`config.mk`:
```
export PLATFORM = sky130hd
export DESIGN_NAME = sram_lane_sel
export DESIGN_NICKNAME = d
export VERILOG_FILES = /design/src/rtl/sram_lane_sel.sv
export SDC_FILE = /design/constraint.sdc
export NUM_CORES = 1
export LEC_CHECK = 0
export BUFFER_PORTS_ARGS = -buffer_cell sky130_fd_sc_hd__buf_2
export CAP_MARGIN = 15
export CORE_AREA = 5 5 42 44
export CTS_CLUSTER_SIZE = 8
export DETAILED_ROUTE_END_ITERATION = 7
export DIE_AREA = 0 0 47 49
export HOLD_SLACK_MARGIN = 0.06
export PLACE_DENSITY = 0.7
export SLEW_MARGIN = 20
export SYNTH_ARGS = -nofsm -noshare
export SYNTH_HDL_FRONTEND = slang
export SYNTH_SLANG_ARGS = --single-unit
export TNS_END_PERCENT = 10
```
`constraint.sdc`:
```
create_clock -name clk -period 0.8 [get_ports clk]
set_input_delay 0.16 -clock clk [delete_from_list [all_inputs] [get_ports clk]]
set_output_delay 0.16 -clock clk [all_outputs]
set_load 0.02 [all_outputs]
```
`src/rtl/sram_lane_sel.sv`:
```
module sram_lane_sel #(
  parameter int ADDR_W   = 24,
  parameter int WIN_LOG2 = 23
) (
  input  logic              clk,
  input  logic              rst_n,
  input  logic [ADDR_W-1:0] addr,
  input  logic              psync,
  input  logic              phantom_n,
  input  logic              rd8_n,
  input  logic              rd16_n,
  input  logic              wr8_n,
  input  logic              wr16_n,
  output logic              cs_n,
  output logic              we_lo_n,
  output logic              we_hi_n,
  output logic              rd_even_n,
  output logic              rd_odd_n,
  output logic              rd_swap_n,
  output logic              wr_even_n,
  output logic              wr_odd_n,
  output logic              wr_swap_n
);

  localparam int TOP_W = ADDR_W - WIN_LOG2;

  logic [3:0] strb;
  logic       one_strb;
  logic       in_win;
  logic       sel;
  logic       a0;
  logic [8:0] nxt;
  logic [8:0] q;

  assign strb     = {~rd8_n, ~rd16_n, ~wr8_n, ~wr16_n};
  assign one_strb = (strb != 4'b0) && ((strb & (strb - 4'd1)) == 4'b0);
  assign in_win   = (addr[ADDR_W-1:WIN_LOG2] == {TOP_W{1'b0}});
  assign sel      = in_win && phantom_n && !psync && one_strb;
  assign a0       = addr[0];

  always_comb begin
    nxt = '1;
    if (sel) begin
      nxt[8] = 1'b0;
      unique case (strb)
        4'b1000: if (a0) nxt[3] = 1'b0; else nxt[5] = 1'b0;
        4'b0100: begin nxt[5] = 1'b0; nxt[4] = 1'b0; end
        4'b0010: if (a0) begin nxt[0] = 1'b0; nxt[6] = 1'b0; end
                 else    begin nxt[2] = 1'b0; nxt[7] = 1'b0; end
        default: begin nxt[2] = 1'b0; nxt[1] = 1'b0; nxt[7] = 1'b0; nxt[6] = 1'b0; end
      endcase
    end
  end

  always_ff @(posedge clk or negedge rst_n)
    if (!rst_n) q <= '1;
    else        q <= nxt;

  assign {cs_n, we_lo_n, we_hi_n, rd_even_n, rd_odd_n, rd_swap_n,
          wr_even_n, wr_odd_n, wr_swap_n} = q;


  upper_window_quiet_chk: assert property (@(posedge clk) disable iff (!rst_n)
    (addr[ADDR_W-1:WIN_LOG2] != {TOP_W{1'b0}}) |=> (&q));


  phantom_quiet_chk: assert property (@(posedge clk) disable iff (!rst_n)
    !phantom_n |=> (&q));


  psync_quiet_chk: assert property (@(posedge clk) disable iff (!rst_n)
    psync |=> (&q));


  strobe_count_chk: assert property (@(posedge clk) disable iff (!rst_n)
    ($countones({rd8_n, rd16_n, wr8_n, wr16_n}) != 3) |=> (&q));


  rd_wr_excl_chk: assert property (@(posedge clk) disable iff (!rst_n)
    ($countones({rd_even_n, rd_odd_n, rd_swap_n}) == 3) ||
    ($countones({wr_even_n, wr_odd_n, wr_swap_n}) == 3));


  odd_read_excl_chk: assert property (@(posedge clk) disable iff (!rst_n)
    !(!rd_swap_n && !rd_odd_n));


  we_needs_cs_chk: assert property (@(posedge clk) disable iff (!rst_n)
    (!we_lo_n || !we_hi_n) |-> !cs_n);

endmodule

```
==> reports/qor.yml <==
dp.cells: 68
fp.dieW_microns: 47
fp.dieH_microns: 49
whs_path_depth: 2
crit_chain: "buf_6"
crit_fanout: 2
pwr-share-clk_pct: 35.4
leakage_nw: 0.248
num_rows: 14
clkSinkCount: 8
ant_nets: 0
yosysMostFrequentCell: "dfstp_2"
synth_top_flop_cell: "dfstp_2"
max_clock_freq_ghz: 0.945
hold_viol_final: 0
min_period_over_period_pct: 132
coreArea_sq_um: 1400
nFillCells: 139
initial_core_util_pct: 25.9
pwr-share-comb_pct: 13.4
grt_pass1_vias: 275
seq_area_frac_synth_pct: 57.9
die_area_sq_um: 2300
tightest_slew_ps: 174
hp-class: "input pin to flop"
final_max_slew_viol_count: 0
cp_data_required_time_ps: 640
worstPathArrival_ps: 900
top_regs: "q: 8 flops"
setup-tns-final_ps: -2140
drt_first_iter_violations: 5
synthToLayoutAreaGrowth_pct: 61.0
synth_area_sq_um: 363
gr-usage-all-layers_pct: 7.24
endpoint_kind: "output port"
synth_top_area_share_pct: 57.9
synthCells: 31
grt_setup_unrepaired: "yes"
yosys_warnings: 0
seq_power_share_pct: 51.2
wire_per_inst_microns: 10.3
power.total_mw: 0.809
drcViolationCount: 0
top_register: "q"
finalNonFillerCells: 72
synth_seq_cells: 8
yosysUniqueCellTypes: 15
max-cap-violations: 0
drt_wl_total_microns: 739
fin_crit_ps: 1060
clock-root-buffer: "clkbuf_4"
max_slew_margin_pct: 88.3
vdd_drop_max_uv: 460
syn_nets: 63
crit_type: "flop to output port"
status: "complete, but fails checks"
avgSynthCellArea_sq_um: 11.7
overflow: 0
clk_pin_slew_ps: 50
numCtsBuffers: 3
p_per_area_nw_per_um2: 1380
synth_edf_count: 0
avgViaCountPerCell: 3.96
critical-path-top-delay-family: "flip-flops"
io_buffers: 18
cp.depth: 1
p_sw_share_pct: 20.9
dp_hpwl_microns: 601
drive_above_1_share_pct: 66.1
ios: 41
intPower_mw: 0.640
power.net_switching_mw: 0.169
firstDrtPassIters: 2
cts_tree: "done"
grt_max_degree: 9
failed_checks: "negative setup slack"
globalplace.congestion: 0.785
cts_htree_levels: 1
final_nets: 90
setup_viol: 9
synth_top_cell_by_area: "dfstp_2"
startpoint_type: "flop"
cts_setup_buffers: 0
dp_slack_ps: -223
synth_area_leaders: "dfstp_2 (58%), nor2b_1 (6.9%), nor2_4 (6.2%)"
antenna_found_initial: 0
crit_path_top_delay_cell: "dfstp_2"
fin_ws_ps: -258
async_flop_share_pct: 100
vias: 285
grt_pass1_wl_microns: 1140
largest_reg_flops: 8
cp_num_buf_inv: 1
clockBufferDepth: 2
diodes: 0
max_stage_delay_ps: 540
synthTopCellsByCount: "dfstp_2 (8), nand2_1 (5), nor2b_1 (4)"
-- per-layer routing --
metal	vias up	share of wire, %	GRT usage (%)
li1	154	-	-
met2	14	48	9.95
met5	-	0	0
met1	117	42	7.88
met4	0	0	8.29
met3	0	9.1	1.85
-- through the flow --
stage / utilization (%) / area (sq um) / hold WS, ps
2_1_floorplan: - / 367 / 12.2
3_3_place_gp: 35.4 / 495 / 209
3_5_place_dp: 35.4 / 495 / 220
4_1_cts: 41.2 / 577 / 137
5_1_grt: 41.7 / 584 / 173
6_report: 41.7 / 584 / 149
-- power groups by stage --
stage	clock network (mW)	registers, mW	logic, mW
finish	0.287	0.414	0.108
CTS	0.305	0.414	0.109
global route	0.336	0.414	0.118
floorplan	0	0.423	0.0376
detailed placement	0	0.418	0.101
global placement	0	0.418	0.0990
-- timing repair --
item / in CTS / in global routing
cloned: 0 / 0
endpoints found under the setup margin: 9 / 9
resized for setup: 16 / 2
hold buffers: 1 / 0
hold endpoints to repair: 8 / 0
-- logic make-up after synthesis --
family          Yosys count  synth area share, %
simple gates             16                 29.0
buf+inv                   1                 2.07
compound gates            5                 8.62
flops                     8                 57.9
xor+xnor                  1                 2.41
-- layout by cell type, fill, tap and decap left out --
cell           n
a21o_2         1
and2_1         1
buf_2          9
buf_4          4
buf_6          9
clkbuf_4       3
dfstp_2        8
dlygate4sd3_1  1
nand2_1        5
nand3_1        1
nand4b_1       1
nor2_4         2
nor2b_1        4
nor3b_1        1
o21ai_0        1
o21ai_1        2
o21bai_1       1
or3b_4         1
xor2_1         1
-- worst paths after layout --
path	from	endpoint	slack (ps)
max	q[7]	we_lo_n	-260
min	addr[0]	q[3]	150
min in group asynchronous	rst_n	q[6]	480
max in group asynchronous	rst_n	q[5]	290
-- area by class of cell --
class                   instances  area, sq um  share of cell area, %
repair buffers                 23          186                   31.9
multi-input cells              22          145                   24.8
flip-flops and latches          8          210                   36.0
clock buffers                   3         22.5                   3.85
well taps                      16         20.0                   3.43
No activity file was read; power rests on OpenSTA's default activity.
